$ cat src/rtl/i2c_dual_pkg.sv
// Shared types and constants for the dual-address two-wire slave.
package i2c_dual_pkg;

    // Protocol sequencer states.
    typedef enum logic [3:0] {
        ST_IDLE,     // waiting for START
        ST_DEV,      // shifting device address byte
        ST_REG,      // shifting pointer byte
        ST_WDATA,    // shifting write data bytes
        ST_SACK,     // slave drives acknowledge bit
        ST_TX,       // slave shifts out a read byte
        ST_TX_ACK,   // master acknowledge of a read byte
        ST_TX_WAIT,  // next read byte fetched, wait for SCL low
        ST_IGNORE    // not addressed, silent until START
    } slv_state_e;

    // Fixed 7-bit device address of the auxiliary space.
    localparam logic [6:0] AUX_DEV_ADDR = 7'h50;

    // Space selector values on the memory port.
    localparam logic SPACE_AUX  = 1'b0;
    localparam logic SPACE_MAIN = 1'b1;

endpackage

$ cat src/rtl/i2c_line_sync.sv
// Synchronizer for one asynchronous bus line.
// Assumes: STAGES >= 2; the line idles high, so the flops reset to 1.
module i2c_line_sync #(
    parameter int STAGES = 2
) (
    input  logic clk,
    input  logic rst_n,
    input  logic line_i,
    output logic line_o
);

    logic [STAGES-1:0] chain;

    // Shift the raw level through the flop chain.
    always_ff @(posedge clk) begin
        if (!rst_n) begin
            chain <= '1;
        end else begin
            chain <= {chain[STAGES-2:0], line_i};
        end
    end

    assign line_o = chain[STAGES-1];

endmodule

$ cat src/rtl/i2c_bus_events.sv
// Turns synchronized SCL/SDA levels into single-cycle bus events.
// Assumes: inputs are already synchronized to clk.
module i2c_bus_events (
    input  logic clk,
    input  logic rst_n,
    input  logic scl_s,
    input  logic sda_s,
    output logic scl_rise,
    output logic scl_fall,
    output logic start_ev,
    output logic stop_ev
);

    logic scl_p;
    logic sda_p;

    // Remember the previous levels for edge detection.
    always_ff @(posedge clk) begin
        if (!rst_n) begin
            scl_p <= 1'b1;
            sda_p <= 1'b1;
        end else begin
            scl_p <= scl_s;
            sda_p <= sda_s;
        end
    end

    // Edges of SCL, and SDA edges while SCL stays high.
    always_comb begin
        scl_rise = scl_s & ~scl_p;
        scl_fall = ~scl_s & scl_p;
        start_ev = scl_s & scl_p & sda_p & ~sda_s;
        stop_ev  = scl_s & scl_p & ~sda_p & sda_s;
    end

endmodule

$ cat src/rtl/i2c_addr_decode.sv
// Decodes a device-address byte against the fixed and programmable addresses.
// Assumes: the fixed space has priority when both addresses are equal.
module i2c_addr_decode #(
    parameter logic [6:0] AUX_ADDR = i2c_dual_pkg::AUX_DEV_ADDR
) (
    input  logic [7:0] addr_byte,
    input  logic [6:0] main_addr,
    input  logic       main_en,
    output logic       hit,
    output logic       space,
    output logic       rw
);

    logic aux_hit;
    logic main_hit;

    // Compare the upper seven bits against each active address.
    always_comb begin
        aux_hit  = (addr_byte[7:1] == AUX_ADDR);
        main_hit = main_en && (addr_byte[7:1] == main_addr);
        hit      = aux_hit | main_hit;
        space    = aux_hit ? i2c_dual_pkg::SPACE_AUX : i2c_dual_pkg::SPACE_MAIN;
        rw       = addr_byte[0];
    end

endmodule

$ cat src/rtl/i2c_dual_slave.sv
// Two-wire bus slave serving two memory spaces through a synchronous port.
// Assumes: clk runs at least 16 times faster than SCL; main_dev_addr and
// main_dev_en are static while a transfer is in progress; PTR_W <= 8.
module i2c_dual_slave #(
    parameter int         PTR_W       = 8,
    parameter int         SYNC_STAGES = 2,
    parameter logic [6:0] AUX_ADDR    = i2c_dual_pkg::AUX_DEV_ADDR
) (
    input  logic             clk,
    input  logic             rst_n,
    input  logic             scl_i,
    input  logic             sda_i,
    output logic             sda_oe,
    input  logic [6:0]       main_dev_addr,
    input  logic             main_dev_en,
    output logic             mem_req,
    output logic             mem_we,
    output logic             mem_space,
    output logic [PTR_W-1:0] mem_addr,
    output logic [7:0]       mem_wdata,
    input  logic [7:0]       mem_rdata
);
    import i2c_dual_pkg::*;

    localparam int BYTE_W = 8;
    localparam int CNT_W  = $clog2(BYTE_W);
    localparam logic [CNT_W-1:0] LAST_BIT = CNT_W'(BYTE_W - 1);

    logic scl_s, sda_s;
    logic scl_rise, scl_fall, start_ev, stop_ev;

    slv_state_e        state, ack_next;
    logic              ack_on;
    logic [CNT_W-1:0]  cnt;
    logic [BYTE_W-1:0] rx_sh, tx_sh, full_byte;
    logic [PTR_W-1:0]  ptr;
    logic              space_q;
    logic [1:0]        rd_pipe;
    logic              dec_hit, dec_space, dec_rw;

    i2c_line_sync #(.STAGES(SYNC_STAGES)) u_sync_scl (
        .clk(clk), .rst_n(rst_n), .line_i(scl_i), .line_o(scl_s)
    );

    i2c_line_sync #(.STAGES(SYNC_STAGES)) u_sync_sda (
        .clk(clk), .rst_n(rst_n), .line_i(sda_i), .line_o(sda_s)
    );

    i2c_bus_events u_events (
        .clk(clk), .rst_n(rst_n), .scl_s(scl_s), .sda_s(sda_s),
        .scl_rise(scl_rise), .scl_fall(scl_fall),
        .start_ev(start_ev), .stop_ev(stop_ev)
    );

    // The byte completed by the bit arriving on this rising edge.
    assign full_byte = {rx_sh[BYTE_W-2:0], sda_s};

    i2c_addr_decode #(.AUX_ADDR(AUX_ADDR)) u_decode (
        .addr_byte(full_byte), .main_addr(main_dev_addr), .main_en(main_dev_en),
        .hit(dec_hit), .space(dec_space), .rw(dec_rw)
    );

    // Protocol sequencer, pointer and memory port.
    always_ff @(posedge clk) begin
        if (!rst_n) begin
            state     <= ST_IDLE;
            ack_next  <= ST_IDLE;
            ack_on    <= 1'b0;
            cnt       <= '0;
            rx_sh     <= '0;
            tx_sh     <= '0;
            ptr       <= '0;
            space_q   <= SPACE_AUX;
            rd_pipe   <= '0;
            sda_oe    <= 1'b0;
            mem_req   <= 1'b0;
            mem_we    <= 1'b0;
            mem_space <= SPACE_AUX;
            mem_addr  <= '0;
            mem_wdata <= '0;
        end else begin
            mem_req <= 1'b0;
            mem_we  <= 1'b0;
            rd_pipe <= {rd_pipe[0], 1'b0};
            if (rd_pipe[1]) begin
                tx_sh <= mem_rdata;
            end
            if (start_ev) begin
                state  <= ST_DEV;
                cnt    <= '0;
                ack_on <= 1'b0;
                sda_oe <= 1'b0;
            end else if (stop_ev) begin
                state  <= ST_IDLE;
                ack_on <= 1'b0;
                sda_oe <= 1'b0;
            end else begin
                case (state)
                    ST_DEV, ST_REG, ST_WDATA: begin
                        if (scl_rise) begin
                            rx_sh <= full_byte;
                            cnt   <= cnt + 1'b1;
                            if (cnt == LAST_BIT) begin
                                if (state == ST_DEV) begin
                                    if (dec_hit) begin
                                        space_q  <= dec_space;
                                        state    <= ST_SACK;
                                        ack_next <= dec_rw ? ST_TX : ST_REG;
                                        if (dec_rw) begin
                                            mem_req    <= 1'b1;
                                            mem_space  <= dec_space;
                                            mem_addr   <= ptr;
                                            rd_pipe[0] <= 1'b1;
                                        end
                                    end else begin
                                        state <= ST_IGNORE;
                                    end
                                end else if (state == ST_REG) begin
                                    ptr      <= full_byte[PTR_W-1:0];
                                    state    <= ST_SACK;
                                    ack_next <= ST_WDATA;
                                end else begin
                                    mem_req   <= 1'b1;
                                    mem_we    <= 1'b1;
                                    mem_space <= space_q;
                                    mem_addr  <= ptr;
                                    mem_wdata <= full_byte;
                                    ptr       <= ptr + 1'b1;
                                    state     <= ST_SACK;
                                    ack_next  <= ST_WDATA;
                                end
                            end
                        end
                    end
                    ST_SACK: begin
                        if (scl_fall) begin
                            if (!ack_on) begin
                                sda_oe <= 1'b1;
                                ack_on <= 1'b1;
                            end else begin
                                ack_on <= 1'b0;
                                state  <= ack_next;
                                cnt    <= '0;
                                sda_oe <= (ack_next == ST_TX) ? ~tx_sh[BYTE_W-1] : 1'b0;
                            end
                        end
                    end
                    ST_TX: begin
                        if (scl_rise) begin
                            cnt <= cnt + 1'b1;
                            if (cnt == LAST_BIT) begin
                                state <= ST_TX_ACK;
                            end
                        end
                        if (scl_fall) begin
                            tx_sh  <= {tx_sh[BYTE_W-2:0], 1'b0};
                            sda_oe <= ~tx_sh[BYTE_W-2];
                        end
                    end
                    ST_TX_ACK: begin
                        if (scl_fall) begin
                            sda_oe <= 1'b0;
                        end
                        if (scl_rise) begin
                            ptr <= ptr + 1'b1;
                            if (!sda_s) begin
                                mem_req    <= 1'b1;
                                mem_space  <= space_q;
                                mem_addr   <= ptr + 1'b1;
                                rd_pipe[0] <= 1'b1;
                                state      <= ST_TX_WAIT;
                            end else begin
                                state <= ST_IGNORE;
                            end
                        end
                    end
                    ST_TX_WAIT: begin
                        if (scl_fall) begin
                            state  <= ST_TX;
                            cnt    <= '0;
                            sda_oe <= ~tx_sh[BYTE_W-1];
                        end
                    end
                    default: begin
                        sda_oe <= 1'b0;
                    end
                endcase
            end
        end
    end

    AST_OE_SCL_LOW: assert property (@(posedge clk) disable iff (!rst_n) !$stable(sda_oe) |-> !scl_s) else $error("sda_oe moved while SCL high");
    AST_REQ_SINGLE: assert property (@(posedge clk) disable iff (!rst_n) mem_req |=> !mem_req) else $error("mem_req longer than one cycle");
    AST_IGNORE_QUIET: assert property (@(posedge clk) disable iff (!rst_n) (state == ST_IGNORE) |-> (!sda_oe && !mem_req)) else $error("activity while ignoring");
    AST_MAIN_NEEDS_EN: assert property (@(posedge clk) disable iff (!rst_n) (mem_req && mem_space == SPACE_MAIN) |-> main_dev_en) else $error("main access while disabled");
    AST_STOP_RELEASES: assert property (@(posedge clk) disable iff (!rst_n) stop_ev |=> (!sda_oe && state == ST_IDLE)) else $error("STOP did not release");
    AST_START_RESTARTS: assert property (@(posedge clk) disable iff (!rst_n) start_ev |=> (state == ST_DEV && cnt == '0)) else $error("START did not restart");
    AST_PTR_STEP: assert property (@(posedge clk) disable iff (!rst_n) (mem_req && mem_we) |-> (ptr == PTR_W'(mem_addr + 1'b1))) else $error("pointer did not advance");

endmodule

$ cat config.mk
export PLATFORM = sky130hd
export DESIGN_NAME = i2c_dual_slave
export DESIGN_NICKNAME = d
export VERILOG_FILES = /design/src/rtl/i2c_dual_pkg.sv /design/src/rtl/i2c_line_sync.sv /design/src/rtl/i2c_bus_events.sv /design/src/rtl/i2c_addr_decode.sv /design/src/rtl/i2c_dual_slave.sv
export SDC_FILE = /design/constraint.sdc
export NUM_CORES = 1
export LEC_CHECK = 0
export ABC_AREA = 1
export BUFFER_PORTS_ARGS = -buffer_cell sky130_fd_sc_hd__buf_2
export CORE_ASPECT_RATIO = 1.2
export CORE_MARGIN = 2
export CORE_UTILIZATION = 63
export CTS_CLUSTER_DIAMETER = 80
export DETAILED_ROUTE_END_ITERATION = 8
export PLACE_DENSITY = 0.88
export SETUP_SLACK_MARGIN = 0.15
export SYNTH_ARGS = -nofsm -noshare
export SYNTH_HDL_FRONTEND = slang
export SYNTH_HIERARCHICAL = 1
export SYNTH_SLANG_ARGS = --single-unit
$ cat constraint.sdc
create_clock -name clk -period 3.4 [get_ports clk]
set_clock_uncertainty 0.15 [all_clocks]
set_input_delay 0 -clock clk [delete_from_list [all_inputs] [get_ports clk]]
set_output_delay 0 -clock clk [all_outputs]
set_load 0.01 [all_outputs]
==> results.tsv, run 1 <==
metric	value	unit
status	completed	
htree_levels	3	
path_class	register to register	
synth_top_cell_area_share	37.0	%
crit_fanout	9	
drv_slew	0	
top_level_ports	40	
ys_types	31	
die_height	84.6	µm
dominantRegCellSynth	dfxtp_1	
worstPathRequired	3.50	ns
fp.dieArea	0.00603	mm²
period_share	62.9	%
cp-start-kind	register	
coreArea	0.00526	mm²
drt_iter0_drc	211	
drc_errors	0	
finalSetupTns	0	ns
synthCells	531	
synth_top_cell_by_area	dfxtp_1	
vias	3396	
syn_avg_cell_area	6.43	µm²
area_growth	17.0	%
crit_path_end_kind	register	
period_needed	2.14	ns
synth.most_common_cell	nand2_1	
antenna_found_initial	0	
rows	29	
synthTopCellsByArea	dfxtp_1 (37%), nand2_1 (16%), nor2_1 (8.7%)	
cts_tree	built	
grt_max_degree	49	
synth_edf_count	0	
clk_pin_slew_worst_paths	0.08	ns
track_usage	27.7	%
first_global_vias	3191	
yosysSeqAreaShare	37.0	%
drive_gt1_share	16.3	%
n_antenna_cell	0	
die_w	71.2	µm
drtPass1Iterations	5	
synth_warnings	6	
post_drt_wl_per_cell	11.9	µm
clock-sinks	63	
max_freq	0.467	GHz
vias_per_cell	5.22	
place_ws	1.28	ns
maxSlewHeadroom	65.2	%
clk_path_buf_depth	2	
cap_viol_max_count	0	
power.static_leakage	1.96	nW
layout_setup_ws	1.26	ns
cp.arrival	2.24	ns
place.gp.congestion	0.885	
worst_slew_pin_slew	0.521	ns
synth_area	0.00341	mm²
initial_core_util	64.9	%
drt_wl_total	7780	µm
cts_root_buf	clkbuf_8	
hold_path_class	input pin to register	
nFillCells	401	
dp_hpwl	5330	µm
layout.nets	607	
setup-violations-final	0	
ys_seq_elements	63	
postCtsSetupBuffers	0	
portBuffers	39	
ir_drop	425	µV
grt_pass1_wl	13500	µm
ant_nets	0	
synth_fp_nets	554	
cts_made_buffers	9	
p_per_area	648	mW/mm²
hold_viol_final	0	
rsz0062_at_grt	false	
postSynth.asyncResetShare	0	%
clk_latency	0.35	ns
grt_overflow_total	0	
synth_common_cells	nand2_1 (150), nor2_1 (79), inv_1 (66)	
through the flow:
| stage | std cells | hold WS, ns | power, mW | utilization [%] | cell area, µm² |
|---|---|---|---|---|---|
| after CTS | 651 | 0.204 | 2.58 | 75.9 | 4000 |
| after global placement | 622 | 0.0170 | 1.83 | 69.3 | 3640 |
| after floorplan | 531 | -0.0813 | 1.67 | - | 3410 |
| after global routing | 651 | 0.264 | 2.78 | 75.9 | 4000 |
| after detailed placement | 622 | 0.0253 | 1.86 | 69.3 | 3640 |
| final | 651 | 0.197 | 2.59 | 75.9 | 4000 |
cells in the final DEF (no fill, tap or decap), types with 2 or more instances in the layout:
cell type | Yosys | final
nand2_1 | 150 | 150
nor2_1 | 79 | 79
inv_1 | 66 | 66
dfxtp_1 | 63 | 63
o21ai_0 | 46 | 46
buf_2 | 1 | 39
a21oi_1 | 30 | 30
nand3_1 | 20 | 20
nor2_2 | 16 | 16
dlygate4sd3_1 | 0 | 13
clkbuf_8 | 0 | 9
nand4_1 | 7 | 7
inv_2 | 7 | 7
nand2_4 | 6 | 6
nand3b_1 | 4 | 4
nor3_1 | 3 | 3
nor3_4 | 3 | 3
o21ai_1 | 3 | 3
nor2_4 | 3 | 3
ha_1 | 3 | 3
clkinvlp_4 | 0 | 2
bufinv_16 | 0 | 2
clkinv_4 | 0 | 2
what timing repair did:
| action | in CTS | in global routing |
|---|---|---|
| hold endpoints to repair | 13 | 0 |
| hold buffers | 13 | 0 |
| gates resized for setup | 0 | 0 |
logic make-up (layout without fill, tap and decap cells):
group	after synthesis	count (layout)	share of synthesized area, %
compound gates	83	83	12.5
xor+xnor	2	2	0.513
fa+ha+maj	3	3	1.10
buf+inv	85	143	9.68
flops	63	63	37.0
simple gates	295	295	39.3
worst max-delay path, stage by stage (launching register included):
cell and delay, ns:
dfxtp_1 0.47, inv_1 0.10, nand2_1 0.08, nor2_1 0.06, nor2_2 0.18, inv_1 0.13
nor2_1 0.13, nand2_1 0.13, nor3_4 0.29, inv_2 0.15, nor2_1 0.12, nor2_1 0.05
area by class of cell:
type / count / area, µm² / share of cell area, %
timing repair buffer: 53 / 333 / 8.33
tap: 62 / 77.6 / 1.94
multi-input combinational: 383 / 1820 / 45.6
clock inverter: 7 / 97.6 / 2.44
clock buffer: 9 / 124 / 3.10
inverter: 74 / 280 / 7.02
sequential: 63 / 1260 / 31.6
final timing paths:
path / start / to / slack, ns / depth (start not counted)
hold reg to reg: u_sync_sda/chain[0] / u_sync_sda/chain[1] / 0.25 / 2
setup reg to reg: u_sync_sda/chain[1] / mem_wdata[3] / 1.26 / 11
hold / removal: main_dev_addr[0] / space_q / 0.20 / 9
setup / recovery: u_sync_sda/chain[1] / mem_wdata[3] / 1.26 / 11
power breakdown:
| part | leakage [nW] | total [mW] | switching (mW) | internal (mW) |
|---|---|---|---|---|
| Clock | 0.105 | 0.726 | 0.313 | 0.413 |
| Combinational | 1.34 | 0.957 | 0.623 | 0.334 |
| Sequential | 0.511 | 0.905 | 0.0818 | 0.823 |
registers in the layout, indices dropped and copies added (netlist names), 2 cells and up:
register	count
tx_sh	8
rx_sh	7
state	4
ack_next	3
cnt	3
rd_pipe	2
u_sync_sda/chain	2
mem_addr	8
mem_wdata	8
u_sync_scl/chain	2
ptr	8
metal layers:
layer  wire (µm)  vias up  track usage (%)
met5           0        -                0
met2        3940      115             49.1
met1        3310     1500             32.2
li1            -     1766                -
met4         106        0             9.09
met3         420       15             7.08
(Power assumes the default switching activity.)
==> run 2: changes to the inputs <==
--- a/config.mk
+++ b/config.mk
@@ -9,10 +9,10 @@
 export BUFFER_PORTS_ARGS = -buffer_cell sky130_fd_sc_hd__buf_2
 export CORE_ASPECT_RATIO = 1.2
 export CORE_MARGIN = 2
-export CORE_UTILIZATION = 63
+export CORE_UTILIZATION = 58
 export CTS_CLUSTER_DIAMETER = 80
 export DETAILED_ROUTE_END_ITERATION = 8
-export PLACE_DENSITY = 0.88
+export PLACE_DENSITY = 0.82
 export SETUP_SLACK_MARGIN = 0.15
 export SYNTH_ARGS = -nofsm -noshare
 export SYNTH_HDL_FRONTEND = slang
==> constraint.sdc (replaced) <==
create_clock -name clk -period 2.2 [get_ports clk]
set_clock_uncertainty 0.15 [all_clocks]
set_input_delay 0 -clock clk [delete_from_list [all_inputs] [get_ports clk]]
set_output_delay 0 -clock clk [all_outputs]
set_load 0.01 [all_outputs]
==> results.tsv, run 2 (synthesis gave the netlist of run 1 again) <==
metric	value	unit	change
status	completed		
path_class	register to register		
die_height	88.0	µm	+4.0%
layout_setup_ws	0.277	ns	-0.984 ns
crit_top_cell	nand2_1		
coreArea	0.00567	mm²	+7.7%
cts_root_buf	clkbuf_8		
place.gp.congestion	0.968		+9.4%
crit_path_end_kind	register		
hold_path_class	input pin to register		
setup-violations-final	0		unchanged
cp-start-kind	register		
top_level_ports	40		unchanged
cap_viol_max_count	0		unchanged
vias_per_cell	5.00		-4.1%
crit_path_cell_trace	inv_1 -> nand2_1 -> nand2_1 -> inv_1 -> nand2_1 -> nor2_2 -> nand2_1 -> nand2_1 -> nand2_1 -> nand2_1 -> nand2_2 -> nor2_8 -> nand2_4 -> inv_4 -> nor2_2 -> nor2_2		
cp.arrival	2.06	ns	-0.18 ns
crit_slowest_cell	dfxtp_4		
drt_wl_total	7720	µm	-0.76%
reg2reg_depth	16		+5
fp.dieArea	0.00652	mm²	+8.2%
crit_fanout	9		unchanged
antenna_found_initial	0		unchanged
clk_path_buf_depth	2		unchanged
track_usage	26.2	%	-1.5 points
ant_nets	0		unchanged
min_path_cells	9		unchanged
cts_tree	built		
area_growth	19.1	%	
maxSlewHeadroom	65.3	%	+0.10 points
dp_hpwl	5450	µm	+2.4%
drt_iter0_drc	225		+6.6%
die_w	74.0	µm	+4.0%
grt_max_degree	32		-35%
post_drt_wl_per_cell	11.4	µm	-4.3%
p_per_area	978	mW/mm²	+51%
grt_overflow_total	0		unchanged
r2r-start	rx_sh[5]		
rsz0062_at_grt	true		
max_freq	0.520	GHz	+11%
drc_errors	0		unchanged
place_ws	0.121	ns	-1.15 ns
worstPathRequired	2.34	ns	-1.16 ns
worst-path-buf-inv	3		unchanged
initial_core_util	60.2	%	-4.7 points
clock-sinks	63		unchanged
final_cell_mix	nand2_1 (150), nor2_1 (78), inv_1 (66), dfxtp_1 (53), o21ai_0 (46)		
rows	30		+3.4%
mostFrequentLayoutCell	nand2_1		
fin_util	71.7	%	-4.2 points
cpLargestDelayFamily	simple AND/OR/NAND/NOR gates		
portBuffers	39		unchanged
power.static_leakage	1.98	nW	+1.2%
hp-start	main_dev_addr[0]		
htree_levels	3		unchanged
vias	3378		-0.53%
path_depth	16		+5
cts_made_buffers	9		unchanged
ir_drop	596	µV	+40%
period_needed	1.92	ns	-0.216 ns
startpoint	rx_sh[5]		
drive_gt1_share	19.2	%	+2.9 points
period_share	87.4	%	+24 points
drv_slew	0		unchanged
clk_pin_slew_worst_paths	0.08	ns	about the same
clk_latency	0.35	ns	about the same
drtPass1Iterations	5		unchanged
worst_slew_pin_slew	0.520	ns	-0.00153 ns
n_antenna_cell	0		unchanged
layout.nets	613		+0.99%
grt_pass1_wl	13500	µm	unchanged
max_stage_delay	0.38	ns	-0.09 ns
first_global_vias	3085		-3.3%
hold_viol_final	0		unchanged
finalSetupTns	0	ns	unchanged
## run 2: final cells by class
cell class / instances / area, µm²
Clock inverter: 6 / 68.8
Sequential cell: 63 / 1280
Multi-Input combinational cell: 383 / 1830
Timing Repair Buffer: 59 / 382
Clock buffer: 10 / 128
Fill cell: 472 / 1600
Tap cell: 80 / 100
Inverter: 74 / 280
## run 2: worst min-delay path: stages
cell	delay, ns
buf_2	0.09
nand2_1	0.06
nand3_2	0.06
nor2_2	0.03
nand2_1	0.05
nand2_1	0.08
nand2_1	0.08
nor2_1	0.05
o21a_1	0.15
## run 2: power breakdown
| part | switching [mW] | internal, mW |
|---|---|---|
| Combinational | 0.992 | 0.574 |
| Sequential | 0.130 | 1.28 |
| Clock | 0.475 | 0.529 |
| Total | 1.60 | 2.38 |
## run 2: final timing paths
path,endpoint,slack (ns)
setup / recovery,mem_addr[4],0.28
hold / removal,space_q,0.20
setup reg to reg,mem_addr[4],0.28
hold reg to reg,rd_pipe[1],0.27
## run 2: repair_timing
item	4_1_cts	5_1_grt
hold endpoints to repair	20	0
buffers inserted	1	4
pin swaps	1	4
hold buffers	13	0
setup endpoints to repair	8	37
gates resized for setup	1	14
## run 2: through the flow
stage	hold slack, ns	power [mW]	cell area (µm²)	std cells
6_report	0.204	3.98	4070	675
5_1_grt	0.257	4.28	4070	675
4_1_cts	0.202	3.91	4010	671
3_5_place_dp	0.0316	2.89	3670	641
3_3_place_gp	0.0195	2.84	3670	641
2_1_floorplan	-0.0813	2.59	3410	531
## run 2: layer usage
layer	global-route usage, %	vias to the layer above	routed length [µm]
li1	-	1779	-
met1	34.1	1508	3520
met2	43.1	81	3730
met3	6.10	10	386
met4	8.10	0	89
met5	0	-	0
